===== src/rtl/stroke_snap.sv =====
module stroke_snap #(
  parameter int CW   = 16,
  parameter int WW   = 8,
  parameter int SW   = 3,
  parameter int NREG = 5
) (
  input  logic          clk,
  input  logic          rst_n,
  input  logic          cfg_we,
  input  logic [SW-1:0] cfg_idx,
  input  logic [WW-1:0] cfg_data,
  input  logic          in_valid,
  output logic          in_ready,
  input  logic [SW-1:0] in_xsel,
  input  logic [SW-1:0] in_ysel,
  input  logic [CW-1:0] in_x,
  input  logic [CW-1:0] in_y,
  input  logic [CW-1:0] in_xref,
  input  logic [CW-1:0] in_yref,
  output logic          out_valid,
  input  logic          out_ready,
  output logic [CW-1:0] out_x,
  output logic [CW-1:0] out_y
);

  logic [WW-1:0] lwr [1:NREG];
  logic [WW-1:0] wx, wy;
  logic          hx, hy;
  logic [CW-1:0] nx, ny;
  logic          take;

  assign in_ready = !out_valid || out_ready;
  assign take     = in_valid && in_ready;

  always_comb begin
    wx = '0; wy = '0; hx = 1'b0; hy = 1'b0;
    for (int i = 1; i <= NREG; i++) begin
      if (in_xsel == SW'(i)) begin wx = lwr[i]; hx = 1'b1; end
      if (in_ysel == SW'(i)) begin wy = lwr[i]; hy = 1'b1; end
    end
  end

  function automatic logic [CW-1:0] snap(input logic hit, input logic [WW-1:0] w,
                                         input logic [CW-1:0] orig, input logic [CW-1:0] refc);
    if (!hit) return orig;
    if (orig >= refc) return refc + CW'(w);
    return refc - CW'(w);
  endfunction

  assign nx = snap(hx, wx, in_x, in_xref);
  assign ny = snap(hy, wy, in_y, in_yref);

  always_ff @(posedge clk) begin
    if (!rst_n) begin
      for (int i = 1; i <= NREG; i++) lwr[i] <= '0;
    end else if (cfg_we) begin
      for (int i = 1; i <= NREG; i++)
        if (cfg_idx == SW'(i)) lwr[i] <= cfg_data;
    end
  end

  always_ff @(posedge clk) begin
    if (!rst_n) begin
      out_valid <= 1'b0;
      out_x     <= '0;
      out_y     <= '0;
    end else if (take) begin
      out_valid <= 1'b1;
      out_x     <= nx;
      out_y     <= ny;
    end else if (out_ready) begin
      out_valid <= 1'b0;
    end
  end


  hold_when_stalled_chk: assert property (@(posedge clk) disable iff (!rst_n)
    out_valid && !out_ready |=> out_valid && $stable(out_x) && $stable(out_y));


  ready_when_empty_chk: assert property (@(posedge clk) disable iff (!rst_n)
    !out_valid |-> in_ready);


  x_pass_chk: assert property (@(posedge clk) disable iff (!rst_n)
    in_valid && in_ready && (in_xsel == '0 || in_xsel > SW'(NREG)) |=> out_valid && out_x == $past(in_x));


  y_pass_chk: assert property (@(posedge clk) disable iff (!rst_n)
    in_valid && in_ready && (in_ysel == '0 || in_ysel > SW'(NREG)) |=> out_valid && out_y == $past(in_y));


  reset_idle_chk: assert property (@(posedge clk) $past(!rst_n) |-> !out_valid);

endmodule


===== config.mk =====
export PLATFORM = sky130hd
export DESIGN_NAME = stroke_snap
export DESIGN_NICKNAME = d
export VERILOG_FILES = /design/src/rtl/stroke_snap.sv
export SDC_FILE = /design/constraint.sdc
export NUM_CORES = 1
export LEC_CHECK = 0
export ABC_CLOCK_PERIOD_IN_PS = 3580
export BUFFER_PORTS_ARGS = -buffer_cell sky130_fd_sc_hd__buf_2
export CAP_MARGIN = 10
export CORE_ASPECT_RATIO = 0.75
export CORE_MARGIN = 4
export CORE_UTILIZATION = 25
export DETAILED_ROUTE_END_ITERATION = 8
export SYNTH_ARGS = -nofsm -noshare
export SYNTH_HDL_FRONTEND = slang
export SYNTH_SLANG_ARGS = --single-unit

===== constraint.sdc =====
create_clock -name clk -period 3.58 [get_ports clk]
set_input_delay 0.358 -clock clk [delete_from_list [all_inputs] [get_ports clk]]
set_output_delay 0.358 -clock clk [all_outputs]
set_load 0.01 [all_outputs]

==> results of run 1 <==
==> cells by family (layout without fill, tap and decap cells) <==
| logic type | count (synthesis) | in the layout |
|---|---|---|
| xor+xnor | 33 | 33 |
| mux | 34 | 34 |
| simple gates | 229 | 229 |
| flops | 73 | 73 |
| buf+inv | 77 | 343 |
| fa+ha+maj | 70 | 70 |
| compound gates | 207 | 208 |
==> per-layer routing <==
layer	part of all wire	track usage	up-vias
li1	-	-	3186
met1	0.51	0.213	2864
met2	0.41	0.221	177
met3	0.067	0.0425	17
met4	0.0094	0.0312	2
met5	0.00059	0	-
==> repair_timing <==
action                     4_1_cts  5_1_grt
resized for setup                3       30
buffers inserted                 0        1
setup endpoints to repair        4       13
cloned                           0        1
pin swaps                        2       21
==> critical path, stage by stage, from the launching register on <==
cell      delay (ns)
edfxtp_1        0.38
mux2_2          0.30
a22oi_2         0.20
o22ai_2         0.12
nor4_2          0.34
nand2_1         0.11
nor2_1          0.10
ha_1            0.23
nor2_1          0.10
a21oi_1         0.05
ha_1            0.31
and3_4          0.21
a221oi_4        0.31
a21boi_2        0.11
or4_1           0.48
a31oi_1         0.14
==> final timing paths <==
| check | startpoint | end |
|---|---|---|
| min reg2reg | out_y[2] | out_y[2] |
| min | in_valid | out_valid |
| max reg2reg | lwr[0][29] | out_x[10] |
| max | lwr[0][29] | out_x[10] |
==> where the power goes <==
part | switching (mW) | total (mW) | internal (mW)
logic | 0.835 | 1.65 | 0.811
registers | 0.0453 | 1.01 | 0.964
clock network | 0.390 | 0.857 | 0.468
total | 1.27 | 3.51 | 2.24
==> registers in the layout, indices dropped and copies added, names as in the netlist <==
name	cells
out_y	16
lwr	40
out_x	16
out_valid	1
==> through the flow <==
stage,total power [mW],utilization,TNS (ns),cell area (sq um)
finish,3.51,0.364,0,8800
CTS,3.48,0.358,0,8640
detailed placement,2.61,0.346,-3.39,8360
global placement,2.61,0.346,-2.71,8360
floorplan,1.96,-,-0.0102,6270
global route,3.76,0.364,-0.566,8800
==> area by class of cell <==
type | instances | area share
well taps | 331 | 0.0470
inverters | 47 | 0.0200
clock inverters | 6 | 0.00512
multi-input cells | 574 | 0.483
clock buffers | 9 | 0.0256
flip-flops and latches | 73 | 0.211
repair buffers | 281 | 0.208
==> cells in the mapped netlist (all sizes together) (11+ instances only) <==
library cell	count
a211oi	13
a21o	11
a21oi	62
a22oi	15
a31oi	18
and2	43
clkbuf	21
dfxtp	33
edfxtp	40
ha	68
inv	47
mux2	15
mux2i	19
nand2	67
nand3	20
nor2	45
nor3	17
o21ai	30
o22ai	12
xnor2	21
xor2	12
==> results.txt, run 1 <==
Outcome: finished clean
Dpl cells: 1303
Relative slew slack: 0.495
Row count: 49
Top post-synthesis cells by area: edfxtp_1, ha_1, dfxtp_1
Clock sinks: 73
CTS tree: done
Hold Path Class: in -> reg
Maximum clock frequency: 281 MHz
Cell variety after synth: 60
Filler cells: 2542
Final min period: 3.56 ns
Post-synth net total: 879
CTS Buf Count: 9
Critical Path AT: 3.83 ns
Clock Pin Slew Worst Setup and Hold Paths: 0.06 ns
Antenna cells: 0
Antenna-violating nets left: 0
Ys flop type: edfxtp_1
Req. time, crit path: 3.85 ns
Avg Inst Size Synth: 8.57 sq um
Detailed Route Iter0 Violations: 321
Asr flop ratio synth: 0
Hold slack: 0.268 ns
Die height: 144 um
Clock buffer depth: 2
Final Setup Violations: 0
Nets: 1142
Synth warnings: 0
Maximum capacitance violations: 0
Max Slew Vio Count: 0
Post-Synth XOR/XNOR Area: 0.0466
Ports: 120
Number of synthesized flops with an enable pin: 40
Yosys top cell area share: 0.194
Most frequent cells in the layout: buf_4, buf_2, nand2_1
Final HPWL DP: 16900 um
Largest net degree at the start of global routing: 30
Total Routing Usage GR: 0.148
Hold Buf Count CTS: 0
FF+latch area: 0.00186 sq mm
Final routed DRC violation total: 0
Final Hold Viols: 0
Commonest non-fill, non-tap cell in the layout: buf_4
Largest family of logic cells by synthesized area: compound AO/OA/AOI/OAI gates
Worst Tran Pin Value: 0.752 ns
Seq/Total Area, Yosys: 0.300
TritonRoute pass-1 iters: 5
Core footprint: 0.0242 sq mm
Unrepaired setup endpoints after global routing: yes
Root buf cell: clkbuf_16
WS Path Type: reg -> reg
IO Port Bufs: 119
WHS Path Cells: 3
PwrDens: 399 mW/mm^2
H-tree depth: 3
Initial Util: 0.257
Syn Inst Count: 723
Syn-to-layout area delta: 42.0%
Die Span X: 190 um
Clock latency on the worst-skew pair: 0.35 ns
Cell leakage power: 4.03 nW
Area occupied by multi-input gates: 0.00425 sq mm
CP max FO: 3
Detailed-route via count: 6246
Global-route wire length before repair: 32400 um
Setup crit end kind: flop
Wire length per cell: 15.4 um
Drt total wl: 20300 um
Global route overflow: 0
Clk_skew: 0.0108 ns
Period utilization: 0.994
Synth Area in Simple Gates: 0.180
Placement Setup Slack: -0.380 ns
Synth Area in Adders: 0.144
Fraction of layout cells with a size suffix above 1: 0.367
Mapped cell area: 0.00620 sq mm
Die ar.: 0.0274 sq mm
Final worst slack: 0.0206 ns
Worst reg-to-reg path cell count: 15
Vias in the first global route: 6137
DR vias/cell: 4.73
#FFs+latches synth: 73
Initial antenna violation count: 1
Reg2reg setup slack: 0.02 ns
Mux contribution to synthesized area: 0.0579
Synth Area in Compound Gates: 0.222
CP Launch Type: flop
RePlAce Congestion: 0.934
Non-filler cells, final: 1321
Cell taking the most area after synthesis: edfxtp_1
Worst VDD drop: 261 uV
No activity file was read; power rests on OpenSTA's default activity.
==> inputs of run 2 (changes only) <==
--- a/config.mk
+++ b/config.mk
@@ -10,8 +10,9 @@
 export CAP_MARGIN = 10
 export CORE_ASPECT_RATIO = 0.75
 export CORE_MARGIN = 4
-export CORE_UTILIZATION = 25
+export CORE_UTILIZATION = 51
 export DETAILED_ROUTE_END_ITERATION = 8
+export PLACE_DENSITY = 0.77
 export SYNTH_ARGS = -nofsm -noshare
 export SYNTH_HDL_FRONTEND = slang
 export SYNTH_SLANG_ARGS = --single-unit
==> constraint.sdc (replaced) <==
create_clock -name clk -period 3.58 [get_ports clk]
set_input_delay 0.716 -clock clk [delete_from_list [all_inputs] [get_ports clk]]
set_output_delay 0.716 -clock clk [all_outputs]
set_load 0.01 [all_outputs]
==> run 2 against run 1 <==
  * The run now ends with negative setup slack left
  * Non-clock buffer count is 48 higher
  * Register-to-register slack lost 0.28 ns
  * Sequential power about the same
==> results.txt, run 2 (synthesized netlist as in run 1, its figures left out) <==
Outcome: finished, violations left
Failing checks: negative setup slack
Worst VDD drop: 276 uV (+5.8%)
TritonRoute pass-1 iters: 6 (+1)
Placement Setup Slack: -0.659 ns (-0.278 ns)
Core footprint: 0.0117 sq mm (-51%)
Die height: 103 um (-28%)
Hold Path Class: reg -> reg
Most flops, register: lwr
CP max FO: 8 (+5)
Die ar.: 0.0140 sq mm (-49%)
CP Launch Type: input port
Wire length per cell: 22.8 um (+48%)
Cell mode on critical path: buf_4
Fraction of layout cells with a size suffix above 1: 0.488 (+0.122)
Maximum capacitance violations: 0 (unchanged)
Final routed DRC violation total: 0 (unchanged)
WP buf/inv: 3 (+3)
Antenna-violating nets left: 0 (unchanged)
Max stage delay cell, worst path: o31ai_4
Total Routing Usage GR: 0.333 (+0.185)
Clock buffer depth: 2 (unchanged)
Final min period: 3.96 ns (+0.398 ns)
Antenna cells: 0 (unchanged)
RePlAce Congestion: 0.953 (+2.1%)
Final Hold Viols: 0 (unchanged)
CP top delay family: compound AO/OA/AOI/OAI gates
Biggest regs: lwr x40, out_x x16, out_y x16
Commonest non-fill, non-tap cell in the layout: buf_4
Final worst slack: -0.377 ns (-0.398 ns)
Met3 WL: 2980 um (+120%)
Ports: 120 (unchanged)
Relative slew slack: 0.336 (-0.159)
Maximum clock frequency: 253 MHz (-10%)
Drt total wl: 27400 um (+35%)
Area occupied by multi-input gates: 0.00493 sq mm (+16%)
Clock sinks: 73 (unchanged)
Row count: 34 (-31%)
WS Path Type: in -> reg
Max Slew Vio Count: 0 (unchanged)
Max reg flops: 40 (unchanged)
DR vias/cell: 6.38 (+35%)
Met1 wire length: 10600 um (+1.7%)
Global route overflow: 0 (unchanged)
H-tree depth: 3 (unchanged)
Filler cells: 620 (-76%)
Initial Util: 0.528 (+0.271)
Final Setup Violations: 20 (+20)
Largest net degree at the start of global routing: 48 (+60%)
Worst Tran Pin Value: 0.996 ns (+0.244 ns)
CTS tree: done
Slowest stage delay, CP: 0.45 ns (-0.03 ns)
Req. time, crit path: 3.85 ns (about the same)
Clock Pin Slew Worst Setup and Hold Paths: 0.07 ns (about the same)
Detailed-route via count: 7654 (+23%)
Nets: 1189 (+4.1%)
PwrDens: 434 mW/mm^2 (+8.9%)
Critical Path AT: 4.23 ns (+0.40 ns)
Clock latency on the worst-skew pair: 0.35 ns (about the same)
Design Area, Final: 0.00987 sq mm (+12%)
Most frequent cells in the layout: buf_4, buf_2, nand2_1
Root buf cell: clkbuf_16
Met2 wire length: 12500 um (+49%)
Cell leakage power: 4.46 nW (+11%)
Syn-to-layout area delta: 59.2%
CTS Buf Count: 9 (unchanged)
Global-route wire length before repair: 36700 um (+13%)
Period utilization: 1.11 (+0.111)
Vias in the first global route: 7179 (+17%)
Critical path cell sequence: buf_4 -> ha_4 -> nand4_1 -> or2_4 -> o31ai_4 -> nor2_1 -> xnor2_1 -> ha_1 -> a21o_1 -> a21oi_2 -> o21a_1 -> o311a_1 -> buf_4 -> buf_6 -> xnor2_2 -> nand2_1 -> a31oi_1
Unrepaired setup endpoints after global routing: yes
Dpl cell area: 0.00831 sq mm (-0.51%)
Detailed Route Iter0 Violations: 880 (+170%)
Clk_skew: 0.00870 ns (-0.00210 ns)
Die Span X: 135 um (-29%)
FF+latch area: 0.00186 sq mm (unchanged)
Initial antenna violation count: 0 (-1)
Final HPWL DP: 16900 um (+0.34%)
IO Port Bufs: 119 (unchanged)
Max Used Layer: met4
Setup crit end kind: flop
## run 2: repair_timing
item / 4_1_cts / 5_1_grt
hold buffers: 0 / 0
setup buffers: 21 / 22
gates cloned: 0 / 1
pin swaps: 63 / 79
hold endpoints to repair: 0 / 0
resized for setup: 64 / 121
endpoints found under the setup margin: 19 / 23
## run 2: worst reg2reg max path, stage by stage (launching register included)
cell and delay [ns]:
edfxtp_1 0.40, mux2_4 0.30, a22oi_2 0.25, o22ai_2 0.17, nor3_2 0.30, nand2_2 0.11
nor2_2 0.13, ha_1 0.24, nor2_1 0.11, a21oi_1 0.06, ha_2 0.37, a21oi_4 0.07
buf_6 0.13, or2_2 0.26, o311a_1 0.16, buf_4 0.16, buf_6 0.11, xnor2_2 0.12
nand2_1 0.09, a31oi_1 0.21
## run 2: stage by stage
stage	std cells	utilization	hold slack (ns)	TNS, ns	total power, mW
2_1_floorplan	723	-	0.476	-1.17	1.99
3_3_place_gp	1146	0.708	0.443	-7.95	2.64
3_5_place_dp	1146	0.708	0.451	-10.47	2.71
4_1_cts	1180	0.772	0.458	-0.554	3.78
5_1_grt	1200	0.840	0.489	-5.76	4.43
6_report	1200	0.840	0.463	-3.46	4.29
## run 2: final timing paths
check,end,slack [ns],cells after the start,from
max,out_y[10],-0.38,17,in_y[13]
min,out_y[2],0.46,2,out_y[2]
max reg2reg,out_y[10],-0.26,19,lwr[0][20]
min reg2reg,out_y[2],0.46,2,out_y[2]
## run 2: per-layer routing
metal	track usage	up-vias
met4	0.108	0
met2	0.560	593
met5	0	-
met3	0.0653	164
met1	0.438	3627
li1	-	3270
## run 2: where the power goes
| part | switching (mW) | leakage (nW) | internal, mW | total [mW] |
|---|---|---|---|---|
| clock network | 0.420 | 0.148 | 0.547 | 0.967 |
| logic | 1.19 | 3.65 | 1.12 | 2.30 |
| registers | 0.0536 | 0.660 | 0.964 | 1.02 |
## run 2: layout make-up
class | instances | area share
clock buffer | 9 | 0.0228
tap | 162 | 0.0205
clock inverter | 7 | 0.00786
sequential | 73 | 0.189
multi-input combinational | 573 | 0.500
inverter | 47 | 0.0194
timing repair buffer | 329 | 0.241
==> inputs of run 3 (changes only) <==
--- a/config.mk
+++ b/config.mk
@@ -10,9 +10,11 @@
 export CAP_MARGIN = 10
 export CORE_ASPECT_RATIO = 0.75
 export CORE_MARGIN = 4
-export CORE_UTILIZATION = 51
+export CORE_UTILIZATION = 53
+export CTS_BUF_LIST = sky130_fd_sc_hd__clkbuf_4 sky130_fd_sc_hd__clkbuf_8
 export DETAILED_ROUTE_END_ITERATION = 8
-export PLACE_DENSITY = 0.77
+export HOLD_SLACK_MARGIN = 0.08
+export PLACE_DENSITY = 0.8
 export SYNTH_ARGS = -nofsm -noshare
 export SYNTH_HDL_FRONTEND = slang
 export SYNTH_SLANG_ARGS = --single-unit
==> constraint.sdc (replaced) <==
create_clock -name clk -period 3.58 [get_ports clk]
set_input_delay 0 -clock clk [delete_from_list [all_inputs] [get_ports clk]]
set_output_delay 0 -clock clk [all_outputs]
set_load 0.01 [all_outputs]
==> run 3 against run 2 <==
  * The run still ends with negative setup slack left
  * Largest cell class unchanged
  * Non-clock buffer count is 113 lower
  * Sequential power about the same
  * Sequential cell count stayed put
  * Clock-buffer cell count stayed put
  * Power is 20% lower
  * Fmax increased by 8.4%
  * Clock power decreased by 18%
==> results.txt, run 3 (synthesized netlist as in run 1, its figures left out) <==
Reg2reg setup slack: 0.01 ns (+0.27 ns)
Worst reg-to-reg path cell count: 14 (-5)
Hold Path Class: in -> reg
Outcome: finished, violations left
Root buf cell: clkbuf_8
Maximum capacitance violations: 0 (unchanged)
Clock latency on the worst-skew pair: 0.37 ns (+0.02 ns)
TritonRoute pass-1 iters: 6 (unchanged)
Hold slack: 0.111 ns (-0.353 ns)
H-tree depth: 3 (unchanged)
Dpl cells: 1010 (-12%)
Core footprint: 0.0112 sq mm (-4.7%)
Worst VDD drop: 200 uV (-28%)
Unrepaired setup endpoints after global routing: yes
Fraction of layout cells with a size suffix above 1: 0.278 (-0.211)
WHS Path Cells: 3 (+1)
Syn-to-layout area delta: 31.2%
IO Port Bufs: 119 (unchanged)
Detailed-route via count: 6709 (-12%)
Max Slew Vio Count: 0 (unchanged)
Placement Setup Slack: -0.0430 ns (+0.616 ns)
Clock Pin Slew Worst Setup and Hold Paths: 0.10 ns (+0.03 ns)
RePlAce Congestion: 1.03 (+8.4%)
WS Path Type: in -> reg
Cell leakage power: 3.66 nW (-18%)
Final core utilization: 0.727 (-0.114)
Req. time, crit path: 3.87 ns (+0.02 ns)
Relative slew slack: 0.250 (-0.0860)
Final min period: 3.65 ns (-0.306 ns)
CP Launch Type: input port
Design Area, Final: 0.00813 sq mm (-18%)
Die ar.: 0.0135 sq mm (-3.5%)
Filler cells: 793 (+28%)
Final HPWL DP: 15500 um (-8.8%)
Final routed DRC violation total: 0 (unchanged)
Global route overflow: 0 (unchanged)
Final worst slack: -0.0717 ns (+0.306 ns)
Failing checks: negative setup slack
Commonest non-fill, non-tap cell in the layout: buf_2
Non-filler cells, final: 1082 (-9.8%)
Antenna-violating nets left: 0 (unchanged)
CTS Buf Count: 9 (unchanged)
Total Routing Usage GR: 0.301 (-0.0327)
Initial Util: 0.554 (+0.0260)
Most flops, register: lwr
PwrDens: 419 mW/mm^2 (-3.5%)
CP max FO: 8 (unchanged)
Vias in the first global route: 6390 (-11%)
Worst Tran Pin Value: 1.11 ns (+0.117 ns)
Total power: 3.41 mW (-20%)
Initial antenna violation count: 0 (unchanged)
CTS tree: done
Largest net degree at the start of global routing: 32 (-33%)
Critical Path AT: 3.94 ns (-0.29 ns)
Clk_skew: 0.0134 ns (+0.00470 ns)
Nets: 1076 (-9.5%)
Global-route wire length before repair: 32500 um (-11%)
Wire length per cell: 20.0 um (-13%)
Antenna cells: 0 (unchanged)
Detailed Route Iter0 Violations: 909 (+3.3%)
Maximum clock frequency: 274 MHz (+8.4%)
DR vias/cell: 6.20 (-2.8%)
Most frequent cells in the layout: buf_2, nand2_1, ha_1
Max reg flops: 40 (unchanged)
Drt total wl: 21600 um (-21%)
Clock sinks: 73 (unchanged)
Clock buffer depth: 2 (unchanged)
Final Setup Violations: 2 (-90%)
Setup crit end kind: flop
Row count: 33 (-2.9%)
Setup TNS: -0.0853 ns (+3.38 ns)
Dpl cell area: 0.00718 sq mm (-14%)
Biggest regs: lwr x40, out_x x16, out_y x16
Final Hold Viols: 0 (unchanged)
Ports: 120 (unchanged)
Die height: 102 um (-1.8%)
Period utilization: 1.02 (-0.0854)
Die Span X: 133 um (-1.8%)
run 3: area by class of cell:
class	count	area (sq um)	share of cell area
Clock inverter	7	108	0.0132
Sequential cell	73	1860	0.229
Multi-Input combinational cell	573	4230	0.520
Timing Repair Buffer	216	1440	0.177
Inverter	47	176	0.0217
Tap cell	157	196	0.0242
Clock buffer	9	124	0.0152
run 3: worst paths after layout:
check                                start         to
worst max register to register  lwr[0][25]  out_x[10]
worst max-delay path               in_x[8]  out_x[10]
worst min-delay path              in_y[14]  out_y[14]
worst min register to register    out_y[2]   out_y[2]
run 3: routing by layer:
layer,share of wire,vias up,GRT usage
li1,-,3058,-
met1,0.41,3152,0.401
met2,0.45,423,0.496
met3,0.10,76,0.0616
met4,0.031,0,0.0935
met5,0,-,0
run 3: timing repair:
action,in CTS,in global routing
hold endpoints to repair,71,0
pin swaps,1,30
hold buffers,42,0
setup endpoints to repair,7,17
buffers inserted,1,11
resized for setup,2,44
run 3: worst max-delay path, cell delays in order:
cell and delay (ns):
dlygate4sd3_1 0.55, buf_2 0.15, ha_1 0.20, a211o_1 0.27, a21oi_1 0.14, a21oi_1 0.10, a211o_2 0.37, nor2_2 0.21
xor2_1 0.19, ha_1 0.28, o21ai_0 0.16, o21bai_2 0.26, a221oi_4 0.11, buf_4 0.15, o21bai_1 0.13, a211oi_1 0.08
or4_1 0.41, a31oi_1 0.18
run 3: power breakdown:
part	leakage (nW)	internal, mW	switching, mW	total [mW]
clock	0.114	0.407	0.386	0.794
combinational	2.89	0.722	0.883	1.60
sequential	0.660	0.963	0.0477	1.01
